### src/rtl/pcr_pkg.sv
package pcr_pkg;
  typedef enum logic [1:0] {
    MSG_REQ   = 2'd0,
    MSG_PROBE = 2'd1,
    MSG_TDONE = 2'd2,
    MSG_RDONE = 2'd3
  } msg_e;

  typedef enum logic [1:0] {
    TLB_LOCK   = 2'd0,
    TLB_SET_SW = 2'd1,
    TLB_UNLOCK = 2'd2
  } tlb_op_e;

  typedef enum logic [1:0] {
    ROLE_INIT   = 2'd0,
    ROLE_KEEPER = 2'd1,
    ROLE_TARGET = 2'd2
  } role_e;
endpackage

### src/rtl/pcr_flush_seq.sv
module pcr_flush_seq #(
  parameter int BLOCKS = 64,
  localparam int IDX_W = $clog2(BLOCKS)
) (
  input  logic             clk,
  input  logic             rst,
  input  logic             start,
  input  logic             evict_ready,
  output logic             evict_valid,
  output logic [IDX_W-1:0] evict_idx,
  output logic             done
);
  localparam logic [IDX_W-1:0] LAST = IDX_W'(BLOCKS - 1);

  always_ff @(posedge clk) begin
    if (rst) begin
      evict_valid <= 1'b0;
      evict_idx   <= '0;
      done        <= 1'b0;
    end else begin
      done <= 1'b0;
      if (start) begin
        evict_valid <= 1'b1;
        evict_idx   <= '0;
      end else if (evict_valid && evict_ready) begin
        if (evict_idx == LAST) begin
          evict_valid <= 1'b0;
          done        <= 1'b1;
        end else begin
          evict_idx <= evict_idx + IDX_W'(1);
        end
      end
    end
  end

  // a stalled eviction keeps its index
  a_r4_hold_on_stall: assert property (@(posedge clk) disable iff (rst)
    (evict_valid && !evict_ready && !start) |=> (evict_valid && $stable(evict_idx)));
  // an accepted eviction moves to the next index
  a_r4_step_by_one: assert property (@(posedge clk) disable iff (rst)
    (evict_valid && evict_ready && !start && evict_idx != LAST)
      |=> (evict_idx == $past(evict_idx) + IDX_W'(1)));
  // the walk ends right after the last index is accepted
  a_r4_end_after_last: assert property (@(posedge clk) disable iff (rst)
    (evict_valid && evict_ready && !start && evict_idx == LAST) |=> (done && !evict_valid));
endmodule

### src/rtl/pcr_mshr_match.sv
module pcr_mshr_match #(
  parameter int MSHR_N = 4,
  parameter int PAGE_W = 20
) (
  input  logic [MSHR_N-1:0]        mshr_valid,
  input  logic [MSHR_N*PAGE_W-1:0] mshr_page,
  input  logic [PAGE_W-1:0]        page,
  output logic                     hit
);
  logic [MSHR_N-1:0] match_vec;

  for (genvar g = 0; g < MSHR_N; g++) begin : g_entry
    assign match_vec[g] = mshr_valid[g] && (mshr_page[g*PAGE_W +: PAGE_W] == page);
  end

  assign hit = |match_vec;
endmodule

### src/rtl/pcr_ack_tracker.sv
module pcr_ack_tracker #(
  parameter int NODES = 8,
  localparam int NID_W = $clog2(NODES),
  localparam int CNT_W = $clog2(NODES) + 1
) (
  input  logic             clk,
  input  logic             rst,
  input  logic             clr,
  input  logic             ack_valid,
  input  logic [NID_W-1:0] ack_src,
  output logic             all_acked,
  output logic             dup_err
);
  localparam logic [CNT_W-1:0] NEED = CNT_W'(NODES - 1);

  logic [NODES-1:0] seen;
  logic [CNT_W-1:0] cnt;

  always_ff @(posedge clk) begin
    if (rst || clr) begin
      seen    <= '0;
      cnt     <= '0;
      dup_err <= 1'b0;
    end else if (ack_valid) begin
      if (seen[ack_src] || cnt == NEED) begin
        dup_err <= 1'b1;
      end else begin
        seen[ack_src] <= 1'b1;
        cnt           <= cnt + CNT_W'(1);
      end
    end
  end

  assign all_acked = (cnt == NEED);

  // never more acknowledgements than other nodes
  a_r7_count_bound: assert property (@(posedge clk) disable iff (rst)
    cnt <= NEED);
  // a repeated sender raises the error flag
  a_r8_dup_flags: assert property (@(posedge clk) disable iff (rst)
    (ack_valid && !clr && seen[ack_src]) |=> dup_err);
  // the count equals the number of distinct senders recorded
  a_r7_count_matches: assert property (@(posedge clk) disable iff (rst)
    cnt == CNT_W'($countones(seen)));
endmodule

### src/rtl/pcr_ctrl.sv
module pcr_ctrl
  import pcr_pkg::*;
#(
  parameter int NODES  = 8,
  parameter int PAGE_W = 20,
  parameter int BLOCKS = 64,
  parameter int MSHR_N = 4,
  localparam int NID_W = $clog2(NODES),
  localparam int IDX_W = $clog2(BLOCKS)
) (
  input  logic                     clk,
  input  logic                     rst,
  input  logic [NID_W-1:0]         node_id,
  input  logic                     start_valid,
  input  logic [PAGE_W-1:0]        start_page,
  input  logic [NID_W-1:0]         start_keeper,
  input  logic                     start_shared,
  output logic                     busy,
  output logic                     done,
  input  logic                     msg_in_valid,
  output logic                     msg_in_ready,
  input  logic [1:0]               msg_in_type,
  input  logic [NID_W-1:0]         msg_in_src,
  input  logic [PAGE_W-1:0]        msg_in_page,
  input  logic                     msg_in_shared,
  output logic                     msg_out_valid,
  input  logic                     msg_out_ready,
  output logic [1:0]               msg_out_type,
  output logic [NID_W-1:0]         msg_out_src,
  output logic [NID_W-1:0]         msg_out_dst,
  output logic                     msg_out_bcast,
  output logic [PAGE_W-1:0]        msg_out_page,
  output logic                     msg_out_shared,
  output logic [PAGE_W-1:0]        tlb_page,
  input  logic                     tlb_hit,
  output logic                     tlb_cmd_valid,
  output logic [1:0]               tlb_cmd_op,
  output logic                     pt_wr,
  output logic                     evict_valid,
  input  logic                     evict_ready,
  output logic [PAGE_W-1:0]        evict_page,
  output logic [IDX_W-1:0]         evict_idx,
  input  logic [MSHR_N-1:0]        mshr_valid,
  input  logic [MSHR_N*PAGE_W-1:0] mshr_page,
  input  logic [PAGE_W-1:0]        fill_page,
  output logic                     fill_block,
  output logic                     ack_err
);
  typedef enum logic [3:0] {
    ST_IDLE, ST_I_REQ, ST_I_WAIT, ST_I_FIN, ST_LOCK, ST_PROBE, ST_FLUSH,
    ST_DRAIN, ST_SETSW, ST_K_WAIT, ST_UNLOCK, ST_T_ACK, ST_K_DONE
  } state_e;

  state_e            state;
  role_e             role;
  logic [PAGE_W-1:0] cur_page;
  logic [NID_W-1:0]  peer;
  logic              shared_q;
  logic              hit_q;
  logic              probe_sent;
  logic              flush_start;
  logic              flush_done;
  logic              mshr_hit;
  logic              ack_all;
  logic              ack_fire;
  logic              ack_clr;
  logic              ack_open;
  logic              in_fire;
  logic              out_fire;
  logic              window;

  assign in_fire  = msg_in_valid && msg_in_ready;
  assign out_fire = msg_out_valid && msg_out_ready;
  assign ack_open = (role == ROLE_KEEPER) && probe_sent && (state != ST_IDLE);

  always_comb begin
    msg_in_ready = 1'b0;
    if (state == ST_IDLE)
      msg_in_ready = !start_valid;
    else if (state == ST_I_WAIT && msg_in_type == MSG_RDONE)
      msg_in_ready = 1'b1;
    else if (ack_open && msg_in_type == MSG_TDONE)
      msg_in_ready = 1'b1;
  end

  assign ack_fire = in_fire && ack_open && (msg_in_type == MSG_TDONE);
  assign ack_clr  = (state == ST_IDLE) && (start_valid ||
                    (in_fire && (msg_in_type == MSG_REQ || msg_in_type == MSG_PROBE)));

  assign busy        = (state != ST_IDLE);
  assign tlb_page    = cur_page;
  assign evict_page  = cur_page;
  assign msg_out_src = node_id;
  assign window      = (state == ST_LOCK) || (state == ST_PROBE) ||
                       (state == ST_FLUSH) || (state == ST_DRAIN);
  assign fill_block  = window && (fill_page == cur_page);

  pcr_flush_seq #(.BLOCKS(BLOCKS)) u_flush (
    .clk(clk), .rst(rst), .start(flush_start), .evict_ready(evict_ready),
    .evict_valid(evict_valid), .evict_idx(evict_idx), .done(flush_done)
  );

  pcr_mshr_match #(.MSHR_N(MSHR_N), .PAGE_W(PAGE_W)) u_match (
    .mshr_valid(mshr_valid), .mshr_page(mshr_page), .page(cur_page), .hit(mshr_hit)
  );

  pcr_ack_tracker #(.NODES(NODES)) u_acks (
    .clk(clk), .rst(rst), .clr(ack_clr), .ack_valid(ack_fire), .ack_src(msg_in_src),
    .all_acked(ack_all), .dup_err(ack_err)
  );

  always_ff @(posedge clk) begin
    if (rst) begin
      state          <= ST_IDLE;
      role           <= ROLE_INIT;
      cur_page       <= '0;
      peer           <= '0;
      shared_q       <= 1'b0;
      hit_q          <= 1'b0;
      probe_sent     <= 1'b0;
      flush_start    <= 1'b0;
      tlb_cmd_valid  <= 1'b0;
      tlb_cmd_op     <= TLB_LOCK;
      pt_wr          <= 1'b0;
      done           <= 1'b0;
      msg_out_valid  <= 1'b0;
      msg_out_type   <= MSG_REQ;
      msg_out_dst    <= '0;
      msg_out_bcast  <= 1'b0;
      msg_out_page   <= '0;
      msg_out_shared <= 1'b0;
    end else begin
      tlb_cmd_valid <= 1'b0;
      pt_wr         <= 1'b0;
      done          <= 1'b0;
      flush_start   <= 1'b0;
      if (out_fire) msg_out_valid <= 1'b0;
      case (state)
        ST_IDLE: begin
          if (start_valid) begin
            cur_page <= start_page;
            peer     <= start_keeper;
            shared_q <= start_shared;
            role     <= ROLE_INIT;
            state    <= ST_I_REQ;
          end else if (in_fire && msg_in_type == MSG_REQ) begin
            cur_page   <= msg_in_page;
            peer       <= msg_in_src;
            shared_q   <= msg_in_shared;
            role       <= ROLE_KEEPER;
            probe_sent <= 1'b0;
            state      <= ST_LOCK;
          end else if (in_fire && msg_in_type == MSG_PROBE) begin
            cur_page   <= msg_in_page;
            peer       <= msg_in_src;
            shared_q   <= 1'b0;
            role       <= ROLE_TARGET;
            probe_sent <= 1'b0;
            state      <= ST_LOCK;
          end
        end
        ST_I_REQ: begin
          if (!msg_out_valid) begin
            msg_out_valid  <= 1'b1;
            msg_out_type   <= MSG_REQ;
            msg_out_dst    <= peer;
            msg_out_bcast  <= 1'b0;
            msg_out_page   <= cur_page;
            msg_out_shared <= shared_q;
          end else if (msg_out_ready) begin
            state <= ST_I_WAIT;
          end
        end
        ST_I_WAIT: begin
          if (in_fire && msg_in_type == MSG_RDONE) state <= ST_I_FIN;
        end
        ST_I_FIN: begin
          tlb_cmd_valid <= 1'b1;
          tlb_cmd_op    <= TLB_SET_SW;
          pt_wr         <= 1'b1;
          done          <= 1'b1;
          state         <= ST_IDLE;
        end
        ST_LOCK: begin
          hit_q <= tlb_hit;
          if (tlb_hit) begin
            tlb_cmd_valid <= 1'b1;
            tlb_cmd_op    <= TLB_LOCK;
          end
          if (role == ROLE_KEEPER && shared_q) begin
            state <= ST_PROBE;
          end else begin
            flush_start <= 1'b1;
            state       <= ST_FLUSH;
          end
        end
        ST_PROBE: begin
          if (!msg_out_valid) begin
            msg_out_valid  <= 1'b1;
            msg_out_type   <= MSG_PROBE;
            msg_out_dst    <= '0;
            msg_out_bcast  <= 1'b1;
            msg_out_page   <= cur_page;
            msg_out_shared <= 1'b1;
          end else if (msg_out_ready) begin
            probe_sent  <= 1'b1;
            flush_start <= 1'b1;
            state       <= ST_FLUSH;
          end
        end
        ST_FLUSH: begin
          if (flush_done) state <= ST_DRAIN;
        end
        ST_DRAIN: begin
          if (!mshr_hit) state <= ST_SETSW;
        end
        ST_SETSW: begin
          if (hit_q) begin
            tlb_cmd_valid <= 1'b1;
            tlb_cmd_op    <= TLB_SET_SW;
          end
          state <= (role == ROLE_KEEPER && shared_q) ? ST_K_WAIT : ST_UNLOCK;
        end
        ST_K_WAIT: begin
          if (ack_all) state <= ST_UNLOCK;
        end
        ST_UNLOCK: begin
          if (hit_q) begin
            tlb_cmd_valid <= 1'b1;
            tlb_cmd_op    <= TLB_UNLOCK;
          end
          state <= (role == ROLE_KEEPER) ? ST_K_DONE : ST_T_ACK;
        end
        ST_T_ACK, ST_K_DONE: begin
          if (!msg_out_valid) begin
            msg_out_valid  <= 1'b1;
            msg_out_type   <= (state == ST_T_ACK) ? MSG_TDONE : MSG_RDONE;
            msg_out_dst    <= peer;
            msg_out_bcast  <= 1'b0;
            msg_out_page   <= cur_page;
            msg_out_shared <= 1'b0;
          end else if (msg_out_ready) begin
            state <= ST_IDLE;
          end
        end
        default: state <= ST_IDLE;
      endcase
    end
  end

  // a waiting outgoing message keeps its fields
  a_r1_msg_hold: assert property (@(posedge clk) disable iff (rst)
    (msg_out_valid && !msg_out_ready) |=>
      (msg_out_valid && $stable(msg_out_type) && $stable(msg_out_dst) && $stable(msg_out_page)));
  // a matching outstanding miss keeps the drain waiting
  a_r5_drain_hold: assert property (@(posedge clk) disable iff (rst)
    (state == ST_DRAIN && mshr_hit) |=> (state == ST_DRAIN && !tlb_cmd_valid));
  // a keeper that probed answers only after all acknowledgements
  a_r7_done_gated: assert property (@(posedge clk) disable iff (rst)
    (msg_out_valid && msg_out_type == MSG_RDONE && role == ROLE_KEEPER && shared_q) |-> ack_all);
  // no request or probe is taken while busy
  a_r10_no_new_work: assert property (@(posedge clk) disable iff (rst)
    (busy && msg_in_valid && (msg_in_type == MSG_REQ || msg_in_type == MSG_PROBE)) |-> !msg_in_ready);
  // without a TLB entry no TLB command is issued by keeper or sharer
  a_r2_no_cmd_on_miss: assert property (@(posedge clk) disable iff (rst)
    (state == ST_FLUSH && !hit_q) |-> !tlb_cmd_valid);
endmodule

### config.mk
export PLATFORM = sky130hd
export DESIGN_NAME = pcr_ctrl
export DESIGN_NICKNAME = d
export VERILOG_FILES = /design/src/rtl/pcr_pkg.sv /design/src/rtl/pcr_flush_seq.sv /design/src/rtl/pcr_mshr_match.sv /design/src/rtl/pcr_ack_tracker.sv /design/src/rtl/pcr_ctrl.sv
export SDC_FILE = /design/constraint.sdc
export NUM_CORES = 1
export LEC_CHECK = 0
export BUFFER_PORTS_ARGS = -buffer_cell sky130_fd_sc_hd__buf_2
export CAP_MARGIN = 20
export CORE_ASPECT_RATIO = 0.8
export CORE_MARGIN = 2
export CORE_UTILIZATION = 36
export CTS_BUF_LIST = sky130_fd_sc_hd__clkbuf_4 sky130_fd_sc_hd__clkbuf_8 sky130_fd_sc_hd__clkbuf_16
export CTS_CLUSTER_DIAMETER = 150
export DETAILED_ROUTE_END_ITERATION = 16
export GPL_ROUTABILITY_DRIVEN = 0
export SETUP_SLACK_MARGIN = 0.3
export SYNTH_ARGS = -nofsm -noshare
export SYNTH_HDL_FRONTEND = slang
export SYNTH_SLANG_ARGS = --single-unit
### constraint.sdc
create_clock -name clk -period 2.11 [get_ports clk]
set_input_delay 0.1055 -clock clk [delete_from_list [all_inputs] [get_ports clk]]
set_output_delay 0.1055 -clock clk [all_outputs]
set_load 0.1 [all_outputs]
# Word level (Yosys, flattened, before mapping)
# Cells that the tools add are included.
# Widths: inputs -> output; s select.
# word_totals
regBits,86
in_bits,164
out_inout_bits,87
word_cells,205
# classes
addsub,2
magnitude_cmp,2
n_eq_ne,43
n_mux,73
n_bitwise,5
n_reduce_logical,57
# ops
cell,n
$eq 20x20->1,5
$mux 20,3
$mux 4,13
$pmux 4 s11,1
$ne 2x2->1 const B,16
$mux 1,29
$mux 2,11
$logic_and 1x1->1,21
$eq 4x3->1 const B,5
$eq 4x4->1 const B,5
$mux 3,6
$reduce_and 2->1,6
$reduce_and 11->1,1
$eq 4x2->1 const B,2
$or 8x8->8,1
$pmux 2 s4,1
$reduce_and 4->1,2
$reduce_bool 2->1,4
$reduce_bool 4->1,2
$reduce_or 4->1,2
$logic_or 1x1->1,7
$add 6x1->6 const B,1
$eq 6x6->1 const B,1
$pmux 1 s2,3
23 further kinds,34

# Depth between registers and ports, before layout
# Gate-level depths: netlist (run 1).
# logic_depth
word_depth,13
ltp_mapped,8
ltp_nobuf,7

# Hierarchy
# From an unflattened synthesis (run 1), not the netlist that was laid out.
# hier_totals
cells_unflattened,632
area_unflattened_um2,5455.2
# by_module_without_submodules
module,n_inst,cells_each,area_per_inst_um2,seq_area_each_um2
pcr_ctrl,1,409,3542.1,1301.2
pcr_mshr_match,1,112,899.6,0.0
pcr_ack_tracker,1,72,635.6,260.2
pcr_flush_seq,1,39,377.9,160.2

# Worst setup path before layout (run 1)
# OpenSTA, ideal clock, no wires.
# synth_path
path_type,reg-to-output
start,register cur_page[13] (netlist: evict_page[13])
end,output port fill_block
t_arrival_ns,4.680
setup_slack_ns,-2.675
stages_incl_launch_ff,6
path_buffers,1
path_cell_list,dfxtp_1 > buf_2 > xor2_1 > nor4_1 > nand4_1 > nor4_1
# synth_between
elab_chain_cells,2
# synth_lines
element,line_no,rtl
start: declaration,pcr_ctrl.sv:56,logic [PAGE_W-1:0] cur_page;
start signal: assignment,pcr_ctrl.sv:141,cur_page <= start_page;
start signal: assignment,pcr_ctrl.sv:147,cur_page <= msg_in_page;
start signal: assignment,pcr_ctrl.sv:154,cur_page <= msg_in_page;
$eq 20x20->1,pcr_ctrl.sv:96,assign fill_block = window && (fill_page == cur_page);
$logic_and 1x1->1,pcr_ctrl.sv:96,
end: declaration,pcr_ctrl.sv:46,"output logic fill_block,"
# Every way passes these cells.

# Worst setup path in the final report (run 1)
# layout_path
start,register cur_page[3] (netlist: evict_page[3])
end,output port fill_block
# The elaborated chain is that of the path after synthesis.

==> results of run 1 <==
power by group through the flow:
stage / clock (W) / combinational [W] / sequential [W]
finish: 0.00167 / 0.00734 / 0.00289
floorplan: 0 / 0.00455 / 0.00400
detailed placement: 0 / 0.00648 / 0.00297
global placement: 0 / 0.00647 / 0.00297
CTS: 0.00170 / 0.00678 / 0.00288
global route: 0.00179 / 0.00768 / 0.00292
flip-flops by register name (all words and copies together) (netlist names), 2 cells and up:
signal	count
evict_page	20
msg_out_dst	3
msg_out_page	20
msg_out_type	2
peer	3
role	2
state	4
tlb_cmd_op	2
u_acks.cnt	4
u_acks.seen	8
u_flush.evict_idx	6
stage by stage:
| stage | worst slack (ps) | setup TNS [ps] | std cells | power [W] | hold slack [ps] |
|---|---|---|---|---|---|
| after detailed placement | 102.0 | 0 | 1010 | 0.009455 | 212.2 |
| after CTS | 50.74 | 0 | 1036 | 0.01136 | 16.14 |
| after global placement | 117.7 | 0 | 1010 | 0.009443 | 212.2 |
| final | 82.89 | 0 | 1066 | 0.01190 | 22.32 |
| after global routing | 2.512 | 0 | 1066 | 0.01239 | 12.57 |
| after floorplan | -291.2 | -291.2 | 635 | 0.008547 | 260.7 |
logic make-up after synthesis:
logic type | count (synthesis) | share of synthesized area (%)
DFF | 86 | 31.70
xor gates and xnor gates | 108 | 17.42
and+or+nand+nor | 223 | 21.84
adders and majority gates | 2 | 0.4606
muxes | 29 | 5.344
buffers and inverters | 83 | 9.145
AOI/OAI and AO/OA | 104 | 14.10
cells in the final DEF (no fill, tap or decap), types with 3 or more instances in the layout:
| cell type | netlist | final |
|---|---|---|
| dfxtp_1 | 86 | 53 |
| nand4_1 | 22 | 22 |
| a21oi_2 | 0 | 3 |
| xor2_1 | 35 | 34 |
| clkbuf_16 | 0 | 11 |
| buf_6 | 4 | 5 |
| nor2b_1 | 6 | 6 |
| o21ai_1 | 2 | 3 |
| a31oi_1 | 12 | 11 |
| o21ai_0 | 9 | 7 |
| nor4_1 | 15 | 7 |
| a211oi_2 | 17 | 17 |
| nor3_1 | 9 | 9 |
| mux2i_1 | 29 | 29 |
| nor3_4 | 1 | 3 |
| and3b_1 | 4 | 3 |
| a21oi_1 | 35 | 31 |
| a22oi_1 | 6 | 6 |
| nor4_4 | 1 | 3 |
| buf_4 | 31 | 47 |
| inv_1 | 6 | 6 |
| buf_12 | 0 | 4 |
| nor4_2 | 0 | 6 |
| o21bai_1 | 3 | 3 |
| a211oi_1 | 7 | 7 |
| xnor2_1 | 73 | 63 |
| nand3_1 | 10 | 10 |
| dfxtp_4 | 0 | 23 |
| o22ai_1 | 3 | 3 |
| nand2_1 | 56 | 56 |
| nor2_1 | 63 | 63 |
| nand2b_1 | 4 | 4 |
| buf_2 | 29 | 243 |
| xnor2_2 | 0 | 10 |
| and3_1 | 4 | 4 |
| dfxtp_2 | 0 | 10 |
metal layers:
| layer | part of all wire, % | wire (um) |
|---|---|---|
| met1 | 48 | 9245 |
| met2 | 43 | 8273 |
| met3 | 7.2 | 1381 |
| met4 | 2.0 | 376 |
| met5 | 0 | 0 |
worst min path at each step:
stage / cells past startpoint / slack (ps) / end / startpoint
floorplan: 2 / 260 / shared_q / msg_in_shared
CTS: 3 / 20 / shared_q / msg_in_shared
finish: 2 / 20 / tlb_cmd_op[1] / rst
detailed placement: 0 / 210 / msg_out_src[0] / node_id[0]
global placement: 0 / 210 / msg_out_src[0] / node_id[0]
global route: 2 / 10 / tlb_cmd_valid / rst
area by class of cell:
class,count,share of cell area (%)
clock buffers,11,3.402
clock inverters,5,0.7431
inverters,8,0.4624
multi-input cells,466,45.31
flip-flops and latches,86,24.03
well taps,189,3.121
repair buffers,301,22.94
what timing repair did:
item	CTS	global route
setup buffers	10	29
setup endpoints to repair	30	70
cloned	0	1
resized for setup	13	33
pin swaps	13	24
==> results.ini, run 1 <==
[critical_path]
critPathLaunch=evict_page[3]
timing.rr.start=evict_page[17]
worstSetupStartpointType=flip-flop
rr_endpoint=state[0]
worstSetupEndpointType=output port
cp_max_fo=5
path_delay_family=simple AND/OR/NAND/NOR gates
crit_type=flip-flop to output port
worst_path_max_delay_cell=dfxtp_4
crit_arrival_ps=1920
reg2reg_slack_ps=180
critical_path.max_stage_delay_ps=390
reg2reg_depth=6
cp.required_ps=2000
crit_end=fill_block
path_cells=xor2_2 -> nor4_2 -> nand4_1 -> nor4_4 -> buf_12
cp.depth=5
critPathBufInv=1

[timing]
tightest_slew_ps=520.1
setup_violations=0
period_needed_ps=2027
clock_skew_ps=12.45
slew_headroom_pct=65.57
period_share_pct=96.07
max_clock_freq_mhz=493.3
rsz0062_at_grt=yes
finalMaxSlewViolations=0
hold_viol=0

[layout]
finish.instance_area_um2=7577
final_nets=1038
regArea_um2=1821
multi_input_area_um2=3433
drive_gt1_share_pct=48.00
final_util_pct=50.98
nFillCells=1455
num_antenna_cells=0
area_delta_synth_final_pct=39.51

[power_and_ir_drop]
comb_power_share_pct=61.7
p_clk_share_pct=14.0
power.switching_w=0.006638
ir_drop_v=0.001399
swShare_pct=55.79
power_leakage_nw=3.377
power.density_nw_per_um2=1570
internal_power_w=0.005259
pwr-share-seq_pct=24.3

[yosys]
yosysUniqueCellTypes=57
ys_top_cells_by_count=dfxtp_1, xnor2_1, nor2_1
syn_nets=801
yosysMostFrequentCell=dfxtp_1
ys_seq_area_share_pct=31.70
synthCells=635
synth-warning-count=0
avgSynthCellArea_um2=8.553
synthTopCellsByArea=dfxtp_1, xnor2_1, xor2_1
yosys.area.top_type_share_pct=31.70
mappedNetlistArea_um2=5431
synth_edf_count=0
async_flop_share_pct=0
synth_top_flop_cell=dfxtp_1
synth_area_leader_cell=dfxtp_1
synth-seq-cells=86

[clock_network]
clk_latency_ps=340
cts.sinks=86
cts_tree=built
cts.clk_slew.worst_paths_ps=70
cts_buffers=9
cts_htree_levels=3
cts.path.max_buffers=2
cts-root-buf=clkbuf_16
cts_hold_buf=0

[place]
io_buffers=244
dp_hpwl_um=13910
dpl_cell_area_um2=6734

[die]
dieArea_um2=16090
start_util_pct=36.54
die_h_um=113.9
die_w_um=141.3
num_rows=40
coreArea_um2=14860
ios=251

[global_route]
globalRoute.totalOverflow=0
antenna_found_initial=0
grt_pass1_wl_um=28130
grt_use_met1_pct=33.40
grtUsageMet2_pct=33.01
grtUsageMet3_pct=5.164
grt_usage_pct=22.72
grt_max_degree=47
busiest_layer=met1
grt_pass1_vias=4944

[detailed_routing]
num_vias=5450
drt_first_pass_iters=5
drcViolationCount=0
wl_per_cell_um=18.08
postRouteAntennaNets=0
drt_iter0_drc=391
totalWireLength_um=19280
vias_per_cell=5.113

[job]
cap_violations=0

[min_path]
worstHoldPathType=input pin to flip-flop

[run_status]
status=complete, no violations

Power figures use the tool's default switching activity.
==> run 2, diff against run 1 <==
ABC_AREA = 1   (was unset)
ABC_CLOCK_PERIOD_IN_PS = 2110   (was unset)
==> run 2 against run 1 <==
  * Synthesized cell count up 46%
  * Clock power up 11%
  * Register-to-register slack better by 50 ps
  * Area after synthesis up 5.3%
  * Die area up 5.1%
  * Global-route usage up 3.6 points
  * Critical path depth up 4
  * Core utilization up 4.2 points
  * Sequential power down 4%
  * Sequential share of layout area down 2.9 points
  * Largest cell class unchanged
==> results.ini, run 2 <==
[critical_path]
path_delay_family=simple AND/OR/NAND/NOR gates
crit_type=flip-flop to output port
reg2reg_slack_ps=230
crit_arrival_ps=1830
path_cells=inv_6 -> nand2_2 -> o21ai_2 -> nor2_2 -> nand3_2 -> nor4_4 -> nand4_1 -> nor2_4 -> buf_12
worstSetupEndpointType=output port
reg2reg_depth=11
critPathBufInv=2
timing.rr.start=evict_page[19]
worstSetupStartpointType=flip-flop
rr_endpoint=state[1]
cp_max_fo=3
worst_path_max_delay_cell=dfxtp_4
cp.required_ps=2000
critical_path.max_stage_delay_ps=370

[die]
die_w_um=144.9
num_rows=41
coreArea_um2=15650
die_h_um=116.7
start_util_pct=36.54
dieArea_um2=16910
ios=251

[power_and_ir_drop]
power.density_nw_per_um2=1633
total_power_w=0.01409
ir_drop_v=0.0007950
power_leakage_nw=4.379

[global_route]
grt_usage_pct=26.34
grt_max_degree=45
grt_pass1_wl_um=33420
antenna_found_initial=1
globalRoute.totalOverflow=0
grt_pass1_vias=5979

[layout]
area_delta_synth_final_pct=51.02
final_common_cell=nand2_1
final_nets=1370
layout_common_cells=nand2_1, buf_2, inv_1
drive_gt1_share_pct=40.78

[detailed_routing]
drcViolationCount=0
postRouteAntennaNets=0
drt_iter0_drc=579
totalWireLength_um=23870
vias_per_cell=4.926
num_vias=7019
wl_per_cell_um=16.75
drt_first_pass_iters=5

[timing]
max_clock_freq_mhz=517.8
whs_ps=33.46
setup_violations=0
setup-tns-final_ps=0
period_needed_ps=1931
tightest_slew_ps=526.4
rsz0062_at_grt=yes
clock_skew_ps=7.387
slew_headroom_pct=65.15
hold_viol=0
finalMaxSlewViolations=0
period_share_pct=91.53

[clock_network]
cts.clk_slew.worst_paths_ps=60
cts_tree=built
cts-root-buf=clkbuf_16
clk_latency_ps=340
cts_htree_levels=3
cts.path.max_buffers=2
cts_buffers=9
cts.sinks=86

[yosys]
avgSynthCellArea_um2=6.154
ys_top_cells_by_count=nand2_1, inv_1, nor2_1
synth-seq-cells=86
synth-warning-count=0
synth_top_flop_cell=dfxtp_1
yosysUniqueCellTypes=39
syn_nets=1095
synth_edf_count=0
async_flop_share_pct=0
synthCells=929
mappedNetlistArea_um2=5717
yosysMostFrequentCell=nand2_1
synth_area_leader_cell=dfxtp_1
synthTopCellsByArea=dfxtp_1, nand2_1, inv_1
yosys.area.top_type_share_pct=30.12
ys_seq_area_share_pct=30.12

[place]
io_buffers=244
dp_hpwl_um=17240

[min_path]
worstHoldPathType=input pin to flip-flop
worstHoldStart=start_shared
holdPathEnd=shared_q
whs_path_depth=3

[job]
cap_violations=0

[run_status]
status=complete, no violations

==> run 2: cell count changes in the layout (fill, tap and decap cells not counted), sizes merged, moves of 16 or more <==
cell and delta:
a21oi +16, inv +104, mux2i -29, nand2 +252, nand3 +31, nand4 -18
nor2 +59, o21ai +55, xnor2 -62, xor2 -29
==> run 2: layer usage <==
layer | vias to the layer above | track usage, % | wire length, um
li1 | 3475 | - | -
met1 | 3186 | 38.58 | 10760
met2 | 324 | 39.18 | 10350
met3 | 34 | 5.371 | 2257
met4 | 0 | 7.120 | 506
met5 | - | 0 | 0
==> run 2: timing repair <==
| action | in CTS | in global routing |
|---|---|---|
| endpoints found under the setup margin | 48 | 72 |
| setup buffers | 30 | 16 |
| resized for setup | 37 | 121 |
| pin swaps | 11 | 32 |
| hold buffers | 0 | 0 |
| gates cloned | 4 | 5 |
==> run 2: worst reg2reg max path: cells and delay by family (launching register included) <==
family	cells	cell delay (ps)
AO/OA/AOI/OAI	2	520
buffers and inverters	1	240
flip-flops	1	420
AND/OR/NAND/NOR	8	590
==> run 2: stage by stage <==
| stage | cell area, um2 | std cells | worst slack, ps | util, % |
|---|---|---|---|---|
| 6_report | 8633 | 1425 | 178.6 | 55.18 |
| 5_1_grt | 8633 | 1425 | 61.41 | 55.18 |
| 4_1_cts | 7980 | 1403 | 72.80 | 51.00 |
| 3_5_place_dp | 7182 | 1353 | 28.88 | 45.90 |
| 3_3_place_gp | 7182 | 1353 | 0.7458 | 45.90 |
| 2_1_floorplan | 5863 | 929 | 240.2 | - |
==> run 2: final cells by class <==
type                            count  area [um2]
Antenna cell                        1       2.502
Clock buffer                       12       282.8
Clock inverter                      4       73.82
Fill cell                        1584        7013
Inverter                          124       555.5
Multi-Input combinational cell    673        3652
Sequential cell                    86        1821
Tap cell                          215       269.0
Timing Repair Buffer              310        1977
==> run 2: how the worst max path moves through the flow <==
stage	from	endpoint	slack, ps	depth (start not counted)
after CTS	evict_page[10]	fill_block	70	9
after detailed placement	evict_page[1]	fill_block	30	8
after global routing	evict_page[7]	fill_block	60	7
final	evict_page[10]	fill_block	180	9
after floorplan	evict_page[18]	fill_block	240	6
after global placement	evict_page[1]	fill_block	0.7	8
==> run 2: kinds of logic (layout without fill, tap and decap cells) <==
family	after synthesis	count (layout)	share of synthesized area, %
AOI/OAI and AO/OA	161	161	17.73
DFF	86	86	30.12
and+or+nand+nor	490	493	35.50
buffers and inverters	173	450	13.61
other	0	1	0
xor gates and xnor gates	17	17	2.604
adders and majority gates	2	2	0.4377
==> run 2: report_power, final <==
group	total (W)	leakage (nW)	internal (W)	switching [W]
logic	0.00947	3.48	0.00256	0.00691
registers	0.00277	0.721	0.00216	0.000612
clock network	0.00186	0.176	0.00120	0.000664
